[config.mk]
export PLATFORM = sky130hd
export DESIGN_NAME = sdram_rd_seq
export DESIGN_NICKNAME = d
export VERILOG_FILES = /design/src/rtl/rdseq_pkg.sv /design/src/rtl/rdseq_timer.sv /design/src/rtl/rdseq_colmap.sv /design/src/rtl/rdseq_rdwin.sv /design/src/rtl/sdram_rd_seq.sv
export SDC_FILE = /design/constraint.sdc
export NUM_CORES = 1
export LEC_CHECK = 0
export ABC_AREA = 1
export BUFFER_PORTS_ARGS = -buffer_cell sky130_fd_sc_hd__buf_2
export CORE_MARGIN = 3
export CORE_UTILIZATION = 59
export DETAILED_ROUTE_END_ITERATION = 8
export PLACE_DENSITY = 0.84
export SETUP_SLACK_MARGIN = 0.05
export SYNTH_ARGS = -nofsm -noshare
export SYNTH_HDL_FRONTEND = slang
export SYNTH_HIERARCHICAL = 1
export SYNTH_SLANG_ARGS = --single-unit
[constraint.sdc]
create_clock -name clk -period 3 [get_ports clk]
set_input_delay 0.45 -clock clk [delete_from_list [all_inputs] [get_ports clk]]
set_output_delay 0.45 -clock clk [all_outputs]
set_load 0.005 [all_outputs]
[src/rtl/rdseq_pkg.sv]
package rdseq_pkg;

  // Command pin code {ras_n, cas_n, we_n}
  typedef enum logic [2:0] {
    CMD_NOP = 3'b111,
    CMD_ACT = 3'b011,
    CMD_RD  = 3'b101,
    CMD_PRE = 3'b010
  } sd_cmd_e;

  typedef enum logic [1:0] {
    ST_IDLE = 2'd0,
    ST_OPEN = 2'd1,
    ST_READ = 2'd2
  } seq_st_e;

endpackage

[src/rtl/rdseq_timer.sv]
// Down-counter loaded when a command issues; zero means its spacing is met.
module rdseq_timer #(
  parameter int W = 4
) (
  input  logic         clk,
  input  logic         rst,
  input  logic         load,
  input  logic [W-1:0] load_val,
  output logic         zero
);

  logic [W-1:0] cnt_q;

  always_ff @(posedge clk) begin
    if (rst) begin
      cnt_q <= '0;
    end else if (load) begin
      cnt_q <= load_val;
    end else if (cnt_q != '0) begin
      cnt_q <= cnt_q - 1'b1;
    end
  end

  assign zero = (cnt_q == '0);

endmodule

[src/rtl/rdseq_colmap.sv]
// Places column bits on the address pins, leaving the auto-precharge bit low.
module rdseq_colmap #(
  parameter int COL_W  = 11,
  parameter int ADDR_W = 13,
  parameter int AP_BIT = 10
) (
  input  logic [COL_W-1:0]  col,
  output logic [ADDR_W-1:0] addr
);

  for (genvar i = 0; i < ADDR_W; i++) begin : g_bit
    if (i == AP_BIT) begin : g_ap
      assign addr[i] = 1'b0;
    end else if (i < AP_BIT) begin : g_lo
      if (i < COL_W) begin : g_c
        assign addr[i] = col[i];
      end else begin : g_z
        assign addr[i] = 1'b0;
      end
    end else begin : g_hi
      if (i - 1 < COL_W) begin : g_c
        assign addr[i] = col[i-1];
      end else begin : g_z
        assign addr[i] = 1'b0;
      end
    end
  end

endmodule

[src/rtl/rdseq_rdwin.sv]
// Delay line that turns a read issue into the returned-data window.
module rdseq_rdwin #(
  parameter int CAS_LAT = 2,
  parameter int BEATS   = 2
) (
  input  logic clk,
  input  logic rst,
  input  logic fire,
  output logic win
);

  localparam int PIPE = CAS_LAT + BEATS - 1;

  logic [PIPE-1:0] pipe_q;

  always_ff @(posedge clk) begin
    if (rst) begin
      pipe_q <= '0;
      win    <= 1'b0;
    end else begin
      pipe_q[0] <= fire;
      for (int i = 1; i < PIPE; i++) begin
        pipe_q[i] <= pipe_q[i-1];
      end
      win <= |pipe_q[CAS_LAT-1 +: BEATS];
    end
  end

endmodule

[src/rtl/sdram_rd_seq.sv]
module sdram_rd_seq
  import rdseq_pkg::*;
#(
  parameter int BANK_W    = 2,
  parameter int ROW_W     = 13,
  parameter int COL_W     = 11,
  parameter int ADDR_W    = 13,
  parameter int AP_BIT    = 10,
  parameter int T_RCD     = 3,
  parameter int T_RAS     = 6,
  parameter int T_RP      = 3,
  parameter int T_RC      = 10,
  parameter int CAS_LAT   = 2,
  parameter int BURST_LEN = 4
) (
  input  logic              clk,
  input  logic              rst,
  input  logic              req_valid,
  output logic              req_ready,
  input  logic [BANK_W-1:0] req_bank,
  input  logic [ROW_W-1:0]  req_row,
  input  logic [COL_W-1:0]  req_col,
  input  logic              req_all,
  output logic              sd_ras_n,
  output logic              sd_cas_n,
  output logic              sd_we_n,
  output logic              cmd_stb,
  output logic [ADDR_W-1:0] sd_addr,
  output logic [BANK_W-1:0] sd_ba,
  output logic              rd_window
);

  localparam int BEATS = BURST_LEN / 2;
  localparam int M1    = (T_RCD > T_RAS) ? T_RCD : T_RAS;
  localparam int M2    = (T_RP > T_RC) ? T_RP : T_RC;
  localparam int M3    = (M1 > M2) ? M1 : M2;
  localparam int TMAX  = (M3 > BEATS) ? M3 : BEATS;
  localparam int CNT_W = $clog2(TMAX + 1);

  localparam int NT     = 5;
  localparam int TI_RCD = 0;
  localparam int TI_RAS = 1;
  localparam int TI_RC  = 2;
  localparam int TI_RP  = 3;
  localparam int TI_BST = 4;

  seq_st_e            st_q, st_d;
  sd_cmd_e            cmd_q;
  logic               stb_q;
  logic [ADDR_W-1:0]  addr_q;
  logic [BANK_W-1:0]  ba_q;
  logic [BANK_W-1:0]  bank_q;
  logic [COL_W-1:0]   col_q;
  logic               all_q;

  logic               do_act, do_rd, do_pre;
  logic [NT-1:0]      t_load, t_zero;
  logic [CNT_W-1:0]   t_val [NT];
  logic [ADDR_W-1:0]  col_addr, pre_addr;

  // Spacing timers
  assign t_load[TI_RCD] = do_act;
  assign t_load[TI_RAS] = do_act;
  assign t_load[TI_RC]  = do_act;
  assign t_load[TI_RP]  = do_pre;
  assign t_load[TI_BST] = do_rd;

  assign t_val[TI_RCD] = CNT_W'(T_RCD - 1);
  assign t_val[TI_RAS] = CNT_W'(T_RAS - 1);
  assign t_val[TI_RC]  = CNT_W'(T_RC - 1);
  assign t_val[TI_RP]  = CNT_W'(T_RP - 1);
  assign t_val[TI_BST] = CNT_W'(BEATS - 1);

  for (genvar g = 0; g < NT; g++) begin : g_tmr
    rdseq_timer #(.W(CNT_W)) u_tmr (
      .clk      (clk),
      .rst      (rst),
      .load     (t_load[g]),
      .load_val (t_val[g]),
      .zero     (t_zero[g])
    );
  end

  // Issue decisions
  assign req_ready = (st_q == ST_IDLE) && t_zero[TI_RP] && t_zero[TI_RC];
  assign do_act    = req_valid && req_ready;
  assign do_rd     = (st_q == ST_OPEN) && t_zero[TI_RCD];
  assign do_pre    = (st_q == ST_READ) && t_zero[TI_BST] && t_zero[TI_RAS];

  always_comb begin
    st_d = st_q;
    case (st_q)
      ST_IDLE: if (do_act) st_d = ST_OPEN;
      ST_OPEN: if (do_rd)  st_d = ST_READ;
      ST_READ: if (do_pre) st_d = ST_IDLE;
      default: st_d = ST_IDLE;
    endcase
  end

  // Address formatting
  rdseq_colmap #(
    .COL_W  (COL_W),
    .ADDR_W (ADDR_W),
    .AP_BIT (AP_BIT)
  ) u_colmap (
    .col  (col_q),
    .addr (col_addr)
  );

  always_comb begin
    pre_addr         = '0;
    pre_addr[AP_BIT] = all_q;
  end

  // Registered pin drive
  always_ff @(posedge clk) begin
    if (rst) begin
      st_q   <= ST_IDLE;
      cmd_q  <= CMD_NOP;
      stb_q  <= 1'b0;
      addr_q <= '0;
      ba_q   <= '0;
      bank_q <= '0;
      col_q  <= '0;
      all_q  <= 1'b0;
    end else begin
      st_q <= st_d;
      if (do_act) begin
        bank_q <= req_bank;
        col_q  <= req_col;
        all_q  <= req_all;
      end
      stb_q <= do_act || do_rd || do_pre;
      if (do_act) begin
        cmd_q  <= CMD_ACT;
        addr_q <= ADDR_W'(req_row);
        ba_q   <= req_bank;
      end else if (do_rd) begin
        cmd_q  <= CMD_RD;
        addr_q <= col_addr;
        ba_q   <= bank_q;
      end else if (do_pre) begin
        cmd_q  <= CMD_PRE;
        addr_q <= pre_addr;
        ba_q   <= bank_q;
      end else begin
        cmd_q  <= CMD_NOP;
        addr_q <= '0;
        ba_q   <= '0;
      end
    end
  end

  assign sd_ras_n = cmd_q[2];
  assign sd_cas_n = cmd_q[1];
  assign sd_we_n  = cmd_q[0];
  assign cmd_stb  = stb_q;
  assign sd_addr  = addr_q;
  assign sd_ba    = ba_q;

  // Returned-data window
  rdseq_rdwin #(
    .CAS_LAT (CAS_LAT),
    .BEATS   (BEATS)
  ) u_rdwin (
    .clk  (clk),
    .rst  (rst),
    .fire (do_rd),
    .win  (rd_window)
  );

endmodule

# Word level (Yosys, flattened, before mapping)
# Index checks and enable logic that the tools add are counted.
[word_totals] reg_bits=59 in_bits=30 wordCells=85
[classes] n_addsub=5 eq_ne=5 n_mux=23 reduce_logical=30
[op_table] op="$logic_not 4->1" n=5
[op_table] op="$mux 2" n=10
[op_table] op="$reduce_bool 4->1" n=5
[op_table] op="$sub 4x1->4 const B" n=5
[op_table] op="$mux 3" n=5
[op_table] op="$mux 13" n=1
[op_table] op="$mux 12" n=1
[op_table] op="$mux 11" n=1
[op_table] op="$reduce_bool 2->1" n=5
[op_table] op="$mux 4" n=2
[op_table] op="$reduce_or 2->1" n=4
[op_table] op="$logic_and 1x1->1" n=6
[op_table] op="$ne 2x2->1 const B" n=3
[op_table] op="$pmux 2 s3" n=1
[op_table] op="$reduce_and 3->1" n=1
[op_table] op="$reduce_or 3->1" n=1
[op_table] op="$eq 2x1->1 const B" n=1
[op_table] op="$eq 2x2->1 const B" n=1
[op_table] op="$logic_not 2->1" n=1
[op_table] op="$logic_or 1x1->1" n=2
[op_table] op="$mux 1" n=2

# Logic depth before layout (Yosys ltp)
[logic_depth] ltp_word=6 depth_mapped=12 mapped_depth_nobuf=12

# Cells and area by module
# Netlist, hierarchy kept.
[modules_own_cells] mod="sdram_rd_seq" instances=1 cells_each=172 area_per_inst_um2=1347.5 seq_area_each_um2=700.7
[modules_own_cells] mod="rdseq_timer" instances=5 cells_each=40 area_per_inst_um2=247.7 seq_area_each_um2=80.1
[modules_own_cells] mod="rdseq_rdwin" instances=1 cells_each=13 area_per_inst_um2=116.4 seq_area_each_um2=80.1
[modules_own_cells] mod="rdseq_colmap" instances=1 cells_each=14 area_per_inst_um2=101.3 seq_area_each_um2=0.0

# Worst setup path after synthesis
# OpenSTA, ideal clock, no wires.
[synth_timing] path_type="reg-to-reg" startpoint="reg g_tmr[2].u_tmr.cnt_q[0]" endpoint="reg g_tmr[0].u_tmr.cnt_q[3]" t_arrival_ps=1785 required_time_ps=2889 slack_ps=1104 path_stages_with_launch=13 period_less_slack_ps=1896 path_cell_list="dfxtp_1 inv_1 ha_1 nand2_1 nor2_1 nand2_1 inv_1 nand3_4 inv_1 inv_2 or2_0 nand3_1 nor2_1"
[synth_between] elab_chain_len=4
[synth_rtl] item="from (decl)" line_no="rdseq_timer.sv:12" text="logic [W-1:0] cnt_q;"
[synth_rtl] item="from (signal assigned)" line_no="rdseq_timer.sv:18" text="cnt_q <= load_val;"
[synth_rtl] item="from (signal assigned)" line_no="rdseq_timer.sv:20" text="cnt_q <= cnt_q - 1'b1;"
[synth_rtl] item="$logic_not 4->1" line_no="rdseq_timer.sv:24" text="assign zero = (cnt_q == '0);"
[synth_rtl] item="net t_zero[2]" line_no="sdram_rd_seq.sv:57" text="logic [NT-1:0] t_load, t_zero;"
[synth_rtl] item="$logic_and 1x1->1" line_no="sdram_rd_seq.sv:85" text="assign req_ready = (st_q == ST_IDLE) && t_zero[TI_RP] && t_zero[TI_RC];"
[synth_rtl] item="$logic_and 1x1->1" line_no="sdram_rd_seq.sv:86" text="assign do_act = req_valid && req_ready;"
[synth_rtl] item="net do_act" line_no="sdram_rd_seq.sv:56" text="logic do_act, do_rd, do_pre;"
[synth_rtl] item="$reduce_or 2->1 (no source line)"
[synth_rtl] item="to (signal assigned)" line_no="rdseq_timer.sv:18"
[synth_rtl] item="to (signal assigned)" line_no="rdseq_timer.sv:20"
[synth_rtl] item="to (decl)" line_no="rdseq_timer.sv:12"
# The timed path passes the listed nets, and every way through them passes these cells.
# A chain may end at the register's enable or synchronous reset.

# Worst setup path in the final report
[layout_timing] startpoint="reg g_tmr[3].u_tmr.cnt_q[0]" endpoint="reg g_tmr[1].u_tmr.cnt_q[3]"
[layout_between] elab_chain_len=5
[layout_rtl] item="from (decl)" line_no="rdseq_timer.sv:12"
[layout_rtl] item="from (signal assigned)" line_no="rdseq_timer.sv:18"
[layout_rtl] item="from (signal assigned)" line_no="rdseq_timer.sv:20"
[layout_rtl] item="$logic_not 4->1" line_no="rdseq_timer.sv:24"
[layout_rtl] item="net t_zero[3]" line_no="sdram_rd_seq.sv:57"
[layout_rtl] item="$logic_and 1x1->1 (2 in a row)" line_no="sdram_rd_seq.sv:85"
[layout_rtl] item="$logic_and 1x1->1" line_no="sdram_rd_seq.sv:86"
[layout_rtl] item="net do_act" line_no="sdram_rd_seq.sv:56"
[layout_rtl] item="$reduce_or 2->1 (no source line)"
[layout_rtl] item="to (signal assigned)" line_no="rdseq_timer.sv:18"
[layout_rtl] item="to (signal assigned)" line_no="rdseq_timer.sv:20"
[layout_rtl] item="to (decl)" line_no="rdseq_timer.sv:12"
# The timed path passes the listed nets, and every way through them passes these cells.

==> out/metrics.yaml <==
vias_per_cell: 4.81
final_antenna_net_count: 0
fin_util_pct: 72.4
clkPwrFrac_pct: 23.6
post_cts_resized: 0
finalHoldViolations: 0
worst_path_largest_cell_delay_ps: 420
path_delay_family: "simple AND/OR/NAND/NOR gates"
synth_warnings: 6
slew_headroom_pct: 63.4
gr-total-overflow: 0
final_area_um2: 3240
tightest_slew_ps: 546
yosys_most_used_dff: "dfxtp_1"
synth_area_um2: 2800
post-place-ws_ps: 823
swShare_pct: 41.4
rows: 24
cpMostUsedCell: "inv_1"
syn-instance-count: 399
vias: 2490
finalCritPeriodShare_pct: 72.3
power_frac_comb_pct: 40.5
cts_setup_buffers: 0
grt_setup_unrepaired: "false"
route.detailed.drc: 0
wl_per_cell_um: 10.7
grt_antenna_before_repair: 0
dpl_cell_area_um2: 3040
cts_htree_levels: 3
cts_sinks: 59
crit_type: "flip-flop to flip-flop"
dieArea_um2: 5620
drt_iter0_markers: 118
fin_setup_tns_ps: 0
synth_edf_count: 0
synth.largest_area_cell: "dfxtp_1"
cts-root-buf: "clkbuf_8"
cpMaxStageDelayCell: "inv_1"
fillerInstances: 356
core_area_um2: 4470
numCtsBuffers: 9
synth_top_cell_area_share_pct: 42.1
cp.required_ps: 3240
gp_congestion: 0.890
io_buffer_count: 50
postSynth.asyncResetShare_pct: 0
status: "complete, no violations"
finish.net_count: 496
mostFrequentLayoutCells: "nand2_1, dfxtp_1, buf_2, inv_1, nor2_1"
synthTopCellsByArea: "dfxtp_1, nand2_1, inv_1"
grt_pass1_vias: 2194
power_density_nw_per_um2: 948
avgSynthCellArea_um2: 7.03
clock_latency_ps: 340
areaGrowthSynthToFinish_pct: 15.6
leakagePower_nw: 1.62
setup_viol_count_final: 0
io-pin-count: 51
initial_core_util_pct: 62.7
antenna_cells: 0
die_h_um: 74.9
ys_seq_area_share_pct: 42.1
chipWidth_um: 74.9
critPathLaunchType: "flip-flop"
clock_path_buffers: 2
crit_path_end_kind: "flip-flop"
setup_slack_ps: 831
grt_pass1_wl_um: 9010
worstPathArrival_ps: 2410
fin_crit_ps: 2170
maxCapViolations: 0
worstPathCellList: "inv_1, ha_1, nand2_1, nor2_1, nand2_1, inv_1, nand3_4, inv_1, inv_2, or2_0, nand3_1, nor2_1"
slew_violations: 0
skew_ps: 8.29
power.switching_mw: 1.27
path_clk_slew_ps: 70
track_usage_pct: 21.4
cts_hold_buffers: 0
path_buf_inv: 4
ir_worst_vdd_mv: 0.663
synth_seq_cells: 59
wirelength_um: 5530
fin_hold_ws_ps: 298
hold_path.class: "input pin to flip-flop"
crit_fanout: 19
dr.pass1.iters: 4
dpl.hpwl_um: 3900
tritoncts: "done"
max_freq_mhz: 461
final_layout_size_suffix_gt1_share_pct: 20.4
grt_max_degree: 26
layout_commonest_cell: "nand2_1"
p_int_mw: 1.80
synth.distinct_cells: 24
power_frac_seq_pct: 35.9
[per-stage QoR]
| stage | instances | power [mW] |
|---|---|---|
| 6_report | 518 | 3.07 |
| 5_1_grt | 518 | 3.34 |
| 4_1_cts | 518 | 3.09 |
| 3_5_place_dp | 502 | 2.36 |
| 3_3_place_gp | 502 | 2.31 |
| 2_1_floorplan | 418 | 2.13 |
[synthesized netlist by cell type, types with 2 or more instances]
library cell and number:
o21ai_2 8, buf_6 5, conb_1 3, buf_4 13, ha_1 5, a21oi_1 23, dfxtp_1 59, nand4_1 13
o21ai_0 13, o21ai_1 2, inv_2 8, nor2_2 2, nand2_2 2, nor2_1 39, nand3_2 5, nand2_1 133
nand3_1 14, inv_1 42, or2_0 5
[power groups by stage]
stage	Combinational, mW	Sequential [mW]	Clock [mW]
5_1_grt	1.44	1.13	0.773
6_report	1.24	1.10	0.724
3_5_place_dp	1.24	1.12	0
4_1_cts	1.25	1.10	0.740
3_3_place_gp	1.20	1.11	0
2_1_floorplan	1.04	1.09	0
[layout make-up]
class	count	area [µm²]	area share, %
clock buffer	9	124	3.82
sequential	59	1180	36.4
inverter	51	193	5.95
multi-input combinational	289	1340	41.4
tap	52	65.1	2.01
clock inverter	7	77.6	2.39
timing repair buffer	51	258	7.95
[sequential cells by signal, summed over array words and instances, names as in the netlist]
name,count
bank_q,2
sd_addr,13
sd_ba,2
all_q,1
u_rdwin/win,1
g_tmr.u_tmr/cnt_q,20
cmd_stb,1
col_q,11
st_q,2
cmd_q,3
u_rdwin/pipe_q,3
[worst min-delay path, delay by kind of cell]
kind	cells	cell delay, ps
simple gates	2	90
buf+inv	1	70
[layer usage]
metal	global-route usage, %	up-vias	share of wire (%)
met5	0	-	0
met4	9.29	0	0.83
li1	-	1339	-
met1	24.7	1086	43
met3	7.74	5	6.2
met2	35.5	60	50
[worst paths after layout]
path	from	to	slack (ps)	cells past startpoint
setup / recovery	g_tmr[3].u_tmr/cnt_q[0]	g_tmr[1].u_tmr/cnt_q[3]	830	12
hold / removal	req_col[7]	col_q[7]	300	3
setup reg to reg	g_tmr[3].u_tmr/cnt_q[0]	g_tmr[1].u_tmr/cnt_q[3]	830	12
hold reg to reg	u_rdwin/pipe_q[0]	u_rdwin/pipe_q[1]	400	2
[logic make-up (layout without fill, tap and decap cells)]
family	count (synthesis)	in the layout	share of synthesized area, %
buffers and inverters	70	118	12.5
AO/OA/AOI/OAI	46	46	9.28
flip-flops	59	59	42.1
AND/OR/NAND/NOR	216	216	33.4
other	3	22	0.402
adder cells (fa/ha/maj)	5	5	2.23
Note: power is estimated with default switching activity, not from simulation.
